--- src/rtl/fbr_pkg.sv ---
package fbr_pkg;
  typedef enum logic {
    ST_IDLE = 1'b0,
    ST_BUSY = 1'b1
  } fbr_state_e;
endpackage

--- src/rtl/fbr_ctrl.sv ---
module fbr_ctrl
  import fbr_pkg::*;
#(
  parameter int N_WORDS = 10,
  parameter int IDX_W   = 4
) (
  input  logic             clk_i,
  input  logic             rst_ni,
  input  logic             start_i,
  input  logic             nonblock_i,
  input  logic             fifo_empty_i,
  output logic             busy_o,
  output logic             take_o,
  output logic             clear_o,
  output logic [IDX_W-1:0] idx_o,
  output logic             done_o
);
  localparam logic [IDX_W-1:0] LAST_IDX = IDX_W'(N_WORDS - 1);

  fbr_state_e       state_q;
  logic             nb_q;
  logic [IDX_W-1:0] idx_q;
  logic             done_q;
  logic             busy, take, advance, last, finish;

  assign busy    = (state_q == ST_BUSY);
  assign take    = busy & ~fifo_empty_i;
  // non-blocking steps every cycle, blocking only on a pop
  assign advance = busy & (nb_q | take);
  assign last    = (idx_q == LAST_IDX);
  assign finish  = advance & last;
  assign clear_o = ~busy & start_i;

  always_ff @(posedge clk_i or negedge rst_ni) begin
    if (!rst_ni) begin
      state_q <= ST_IDLE;
      nb_q    <= 1'b0;
      idx_q   <= '0;
      done_q  <= 1'b0;
    end else begin
      done_q <= finish;
      if (clear_o) begin
        state_q <= ST_BUSY;
        nb_q    <= nonblock_i;
        idx_q   <= '0;
      end else if (advance) begin
        idx_q <= last ? '0 : idx_q + IDX_W'(1);
        if (last) state_q <= ST_IDLE;
      end
    end
  end

  assign busy_o = busy;
  assign take_o = take;
  assign idx_o  = idx_q;
  assign done_o = done_q;

  assert_nb_step_R6: assert property (@(posedge clk_i) disable iff (!rst_ni)
    (busy && nb_q && !last) |=> (busy_o && idx_q == $past(idx_q) + IDX_W'(1)));
  assert_blk_hold_R5: assert property (@(posedge clk_i) disable iff (!rst_ni)
    (busy && !nb_q && fifo_empty_i) |=> (busy_o && idx_q == $past(idx_q)));
  assert_start_ignored_R11: assert property (@(posedge clk_i) disable iff (!rst_ni)
    (busy && start_i) |=> (nb_q == $past(nb_q)));
  assert_done_pulse_R9: assert property (@(posedge clk_i) disable iff (!rst_ni)
    done_q |=> !done_q);
endmodule

--- src/rtl/fbr_buffer.sv ---
module fbr_buffer #(
  parameter int N_WORDS = 10,
  parameter int DATA_W  = 32,
  parameter int IDX_W   = 4,
  parameter int CNT_W   = 4
) (
  input  logic              clk_i,
  input  logic              rst_ni,
  input  logic              clear_i,
  input  logic              we_i,
  input  logic [IDX_W-1:0]  widx_i,
  input  logic [DATA_W-1:0] wdata_i,
  input  logic              rd_req_i,
  input  logic [IDX_W-1:0]  rd_idx_i,
  output logic [DATA_W-1:0] rd_data_o,
  output logic              rd_valid_o,
  output logic [CNT_W-1:0]  cnt_o
);
  logic [DATA_W-1:0] slot_q [N_WORDS];
  logic [N_WORDS-1:0] vld_q;
  logic [CNT_W-1:0]   cnt_q;

  for (genvar g = 0; g < N_WORDS; g++) begin : g_slot
    logic hit;
    assign hit = we_i && (widx_i == IDX_W'(g));
    always_ff @(posedge clk_i or negedge rst_ni) begin
      if (!rst_ni) begin
        slot_q[g] <= '0;
        vld_q[g]  <= 1'b0;
      end else begin
        if (hit) slot_q[g] <= wdata_i;
        if (clear_i)  vld_q[g] <= 1'b0;
        else if (hit) vld_q[g] <= 1'b1;
      end
    end
  end

  always_ff @(posedge clk_i or negedge rst_ni) begin
    if (!rst_ni)      cnt_q <= '0;
    else if (clear_i) cnt_q <= '0;
    else if (we_i)    cnt_q <= cnt_q + CNT_W'(1);
  end

  // registered read; an out-of-range index returns zero
  always_ff @(posedge clk_i or negedge rst_ni) begin
    if (!rst_ni) begin
      rd_data_o  <= '0;
      rd_valid_o <= 1'b0;
    end else if (rd_req_i) begin
      if (32'(rd_idx_i) < N_WORDS) begin
        rd_data_o  <= slot_q[rd_idx_i];
        rd_valid_o <= vld_q[rd_idx_i];
      end else begin
        rd_data_o  <= '0;
        rd_valid_o <= 1'b0;
      end
    end
  end

  assign cnt_o = cnt_q;

  assert_cnt_bound_R8: assert property (@(posedge clk_i) disable iff (!rst_ni)
    32'(cnt_q) <= N_WORDS);
  assert_clear_R7: assert property (@(posedge clk_i) disable iff (!rst_ni)
    clear_i |=> (cnt_q == '0 && vld_q == '0));
  assert_rd_hold_R12: assert property (@(posedge clk_i) disable iff (!rst_ni)
    !rd_req_i |=> $stable(rd_data_o) && $stable(rd_valid_o));
endmodule

--- src/rtl/fifo_burst_reader.sv ---
module fifo_burst_reader #(
  parameter int N_WORDS = 10,
  parameter int DATA_W  = 32,
  localparam int IDX_W  = (N_WORDS > 1) ? $clog2(N_WORDS) : 1,
  localparam int CNT_W  = $clog2(N_WORDS + 1)
) (
  input  logic              clk_i,
  input  logic              rst_ni,
  input  logic              start_i,
  input  logic              nonblock_i,
  output logic              idle_o,
  output logic              done_o,
  output logic [DATA_W-1:0] ret_o,
  output logic [CNT_W-1:0]  valid_cnt_o,
  input  logic [DATA_W-1:0] fifo_data_i,
  input  logic              fifo_empty_i,
  output logic              fifo_rd_en_o,
  input  logic              rd_req_i,
  input  logic [IDX_W-1:0]  rd_idx_i,
  output logic [DATA_W-1:0] rd_data_o,
  output logic              rd_valid_o
);
  logic             busy, take, clear, done;
  logic [IDX_W-1:0] idx;

  fbr_ctrl #(
    .N_WORDS(N_WORDS),
    .IDX_W  (IDX_W)
  ) u_ctrl (
    .clk_i       (clk_i),
    .rst_ni      (rst_ni),
    .start_i     (start_i),
    .nonblock_i  (nonblock_i),
    .fifo_empty_i(fifo_empty_i),
    .busy_o      (busy),
    .take_o      (take),
    .clear_o     (clear),
    .idx_o       (idx),
    .done_o      (done)
  );

  fbr_buffer #(
    .N_WORDS(N_WORDS),
    .DATA_W (DATA_W),
    .IDX_W  (IDX_W),
    .CNT_W  (CNT_W)
  ) u_buf (
    .clk_i     (clk_i),
    .rst_ni    (rst_ni),
    .clear_i   (clear),
    .we_i      (take),
    .widx_i    (idx),
    .wdata_i   (fifo_data_i),
    .rd_req_i  (rd_req_i),
    .rd_idx_i  (rd_idx_i),
    .rd_data_o (rd_data_o),
    .rd_valid_o(rd_valid_o),
    .cnt_o     (valid_cnt_o)
  );

  assign idle_o       = ~busy;
  assign done_o       = done;
  assign fifo_rd_en_o = take;
  assign ret_o        = {{(DATA_W-1){1'b0}}, done};

  assert_empty_gate_R2: assert property (@(posedge clk_i) disable iff (!rst_ni)
    fifo_rd_en_o |-> (!fifo_empty_i && !idle_o));
  assert_rd_en_drop_R10: assert property (@(posedge clk_i) disable iff (!rst_ni)
    done_o |-> !fifo_rd_en_o);
  assert_ret_R9: assert property (@(posedge clk_i) disable iff (!rst_ni)
    done_o |-> (ret_o == DATA_W'(1)));
  assert_done_idle_R9: assert property (@(posedge clk_i) disable iff (!rst_ni)
    done_o |-> idle_o);
endmodule

--- config.mk ---
export PLATFORM = sky130hd
export DESIGN_NAME = fifo_burst_reader
export DESIGN_NICKNAME = d
export VERILOG_FILES = /design/src/rtl/fbr_pkg.sv /design/src/rtl/fbr_ctrl.sv /design/src/rtl/fbr_buffer.sv /design/src/rtl/fifo_burst_reader.sv
export SDC_FILE = /design/constraint.sdc
export NUM_CORES = 1
export LEC_CHECK = 0
export BUFFER_PORTS_ARGS = -buffer_cell sky130_fd_sc_hd__buf_2
export CAP_MARGIN = 20
export CORE_MARGIN = 1
export CORE_UTILIZATION = 55
export DETAILED_ROUTE_END_ITERATION = 10
export HOLD_SLACK_MARGIN = 0.1
export PLACE_DENSITY = 0.73
export SLEW_MARGIN = 20
export SYNTH_ARGS = -nofsm -noshare
export SYNTH_HDL_FRONTEND = slang
export SYNTH_HIERARCHICAL = 1
export SYNTH_SLANG_ARGS = --single-unit
--- constraint.sdc ---
create_clock -name clk_i -period 4.5 [get_ports clk_i]
set_input_delay 0.45 -clock clk_i [delete_from_list [all_inputs] [get_ports clk_i]]
set_output_delay 0.45 -clock clk_i [all_outputs]
set_load 0.01 [all_outputs]
==> metrics.yaml <==
drt:
  drtIter0Drc: 437
  ant_nets: 0
  routed_wl_mm: 35.7
  via_per_inst: 5.92
  dr.pass1.iters: 8
  vias: 9834
  wl_per_cell_um: 21.5
  route.detailed.drc: 36
floorplanning:
  fp-row-count: 64
  chipWidth_um: 179
  die_y_um: 179
  initial_core_util_pct: 56.2
  die-area_um2: 32100
  pin_count: 114
  core_um2: 30700
power:
  p_leak_nw: 8.32
  vdd_drop_max_mv: 0.370
  powerDensity_nw_per_um2: 657
worst_setup_path:
  start_kind: "register"
  worstPathRequired_ps: 4900
  crit_fanout: 33
  worstPathCellList: "inv_1, nor2_1, nor3b_4, and3_2, mux2_2"
  criticalPathCategory: "register to register"
  cpMaxStageDelayCell: "and3_2"
  cp_slowest_stage_delay_ps: 910
  worstPathArrival_ps: 3330
  endpoint_kind: "register"
place:
  numPortBuffers: 82
  finalWeightedCongestion: 0.736
  placed_cells: 1588
  hpwl_mm: 20.2
synth:
  synthAdderAreaFrac_pct: 0.217
  synthTopCellsByArea: "dfrtp_1 54%, mux2_2 27%, mux4_2 4.3%"
  synth_edf_count: 0
  synth_top_area_share_pct: 54.2
  netlist_area_um2: 17300
  synth_xor_area_share_pct: 0.253
  synthSimpleGateAreaFrac_pct: 4.89
  synth_top_family_by_area: "multiplexers"
  synth_area_per_cell_um2: 14.3
  synth_top_cell_by_area: "dfrtp_1"
  async_flop_share_pct: 100
  ys.flop_type: "dfrtp_1"
  synth_most_common_cell: "mux2_2"
  syn_inst: 1211
  synth_mux_area_share_pct: 31.7
  synth_seq_cells: 374
  ys_types: 39
  yosysSeqAreaShare_pct: 54.2
  synth_common_cells: "417 x mux2_2, 374 x dfrtp_1, 40 x buf_4"
  synth_compound_area_share_pct: 3.47
  ys_warn_count: 6
cts:
  h-tree-depth: 2
  cts.path.max_buffers: 3
  cts_sinks: 374
  ctsResizeCount: 0
  cts_tree: "yes"
  cts_setup_buffers: 0
  cts_root_buffer: "clkbuf_16"
  clkTransAtPathRegs_ps: 60
  insertion_delay_ps: 520
  numCtsBuffers: 40
min_path:
  min_path_type: "input pin to register"
sta:
  period_needed_ps: 2930
  max_freq_mhz: 342
  drv_slew: 0
  setup_tns_ps: 0
  finalClockSkew_ps: 9.23
  setup_violations: 0
  fin_crit_sh_pct: 65.0
  worst_pin_slew_ps: 1100
  hold_violations: 0
  slew_headroom_pct: 26.5
  grt_setup_unrepaired: "false"
final_layout:
  finalNetCount: 1280
  fin_cells: 1660
  area_delta_synth_final_pct: 9.47
  drive_above_1_share_pct: 49.6
grt:
  antenna_found_initial: 3
  grtUsageTotal_pct: 23.5
  grt_pass1_vias: 10300
  grt_pass1_wl_mm: 57.9
  grt_overflow: 0
  grt_max_degree: 123
outcome:
  violations: "design-rule violations"
  run_status: "finished, violations left"
flow_run:
  cap_violations: 0
-- stage by stage --
| stage | utilization, % | total power, W | hold WS (ps) | setup WS [ps] | cell area, um^2 |
|---|---|---|---|---|---|
| after floorplan | - | 0.00839 | 154 | 2440 | 17400 |
| after global placement | 57.2 | 0.00901 | 464 | 1700 | 17600 |
| after detailed placement | 57.2 | 0.00922 | 469 | 1620 | 17600 |
| after CTS | 61.5 | 0.0125 | 158 | 1610 | 18900 |
| after global routing | 61.5 | 0.0131 | 160 | 1370 | 18900 |
| final | 61.5 | 0.0124 | 172 | 1570 | 18900 |
-- metal layers --
layer  vias to the layer above  global-route usage, %  part of all wire, %
met1                      5211                   33.5                   46
li1                       4375                      -                    -
met4                         4                   5.92                  1.8
met2                       189                   37.7                   48
met5                         -                      0                0.064
met3                        55                   3.56                  4.1
-- power by group --
group / total (W) / internal (W) / switching, W
Clock: 0.00324 / 0.00196 / 0.00128
Sequential: 0.00574 / 0.00494 / 0.000798
Combinational: 0.00343 / 0.00214 / 0.00129
-- cells in the final DEF, fill, tap and decap left out, drive strengths merged, types with 13 or more instances in the layout --
master / n
nor2b: 36
mux2: 420
o22ai: 33
o311ai: 34
nor2: 13
nand3: 33
dfrtp: 374
conb: 31
mux4: 33
buf: 96
clkbuf: 58
nand2b: 36
-- layout make-up --
cell class              instances  area [um^2]
well taps                     396          495
multi-input cells             717         7150
inverters                       5         18.8
repair buffers                 97          576
flip-flops and latches        374         9360
diodes                          1         2.50
fillers                      2393        11800
clock inverters                12          119
clock buffers                  58         1200
-- final timing paths --
path / from / end / slack (ps) / cells after the start
worst max-delay path: u_ctrl/busy_o$_DFFE_PN0P_ / u_buf/slot_q[197]$_DFFE_PN0P_ / 1570 / 5
worst min-delay path: nonblock_i / u_ctrl/nb_q$_DFFE_PN0P_ / 170 / 2
worst max register to register: u_ctrl/busy_o$_DFFE_PN0P_ / u_buf/slot_q[197]$_DFFE_PN0P_ / 1570 / 5
worst min register to register: u_buf/slot_q[144]$_DFFE_PN0P_ / u_buf/slot_q[144]$_DFFE_PN0P_ / 480 / 1
max in group asynchronous: rst_ni / u_buf/rd_data_o[17]$_DFFE_PN0P_ / 2740 / 3
min in group asynchronous: rst_ni / u_buf/slot_q[100]$_DFFE_PN0P_ / 630 / 2
-- cell families after synthesis --
kind of cell,after synthesis
XOR/XNOR,5
flip-flops,374
other,1
adder cells (fa/ha/maj),3
AO/OA/AOI/OAI,81
multiplexers,454
buffers and inverters,150
AND/OR/NAND/NOR,143
-- worst max-delay path: cells and delay by family (launching register included) --
kind	cells	cell delay, ps
buf+inv	1	120
mux	1	430
flops	1	440
simple gates	3	1810
-- what timing repair did --
| item | in CTS | in global routing |
|---|---|---|
| hold endpoints to repair | 45 | 0 |
| endpoints found under the setup margin | 0 | 0 |
| hold buffers | 1 | 0 |
-- state kept, by name, indices dropped and copies added (netlist names) --
register and cells:
u_buf/cnt_o 4, u_ctrl/done_o 1, u_ctrl/busy_o 1, u_buf/rd_data_o 32
u_ctrl/nb_q 1, u_buf/vld_q 10, u_buf/rd_valid_o 1, u_buf/slot_q 320
u_ctrl/idx_o 4
Power figures use the tool's default switching activity.
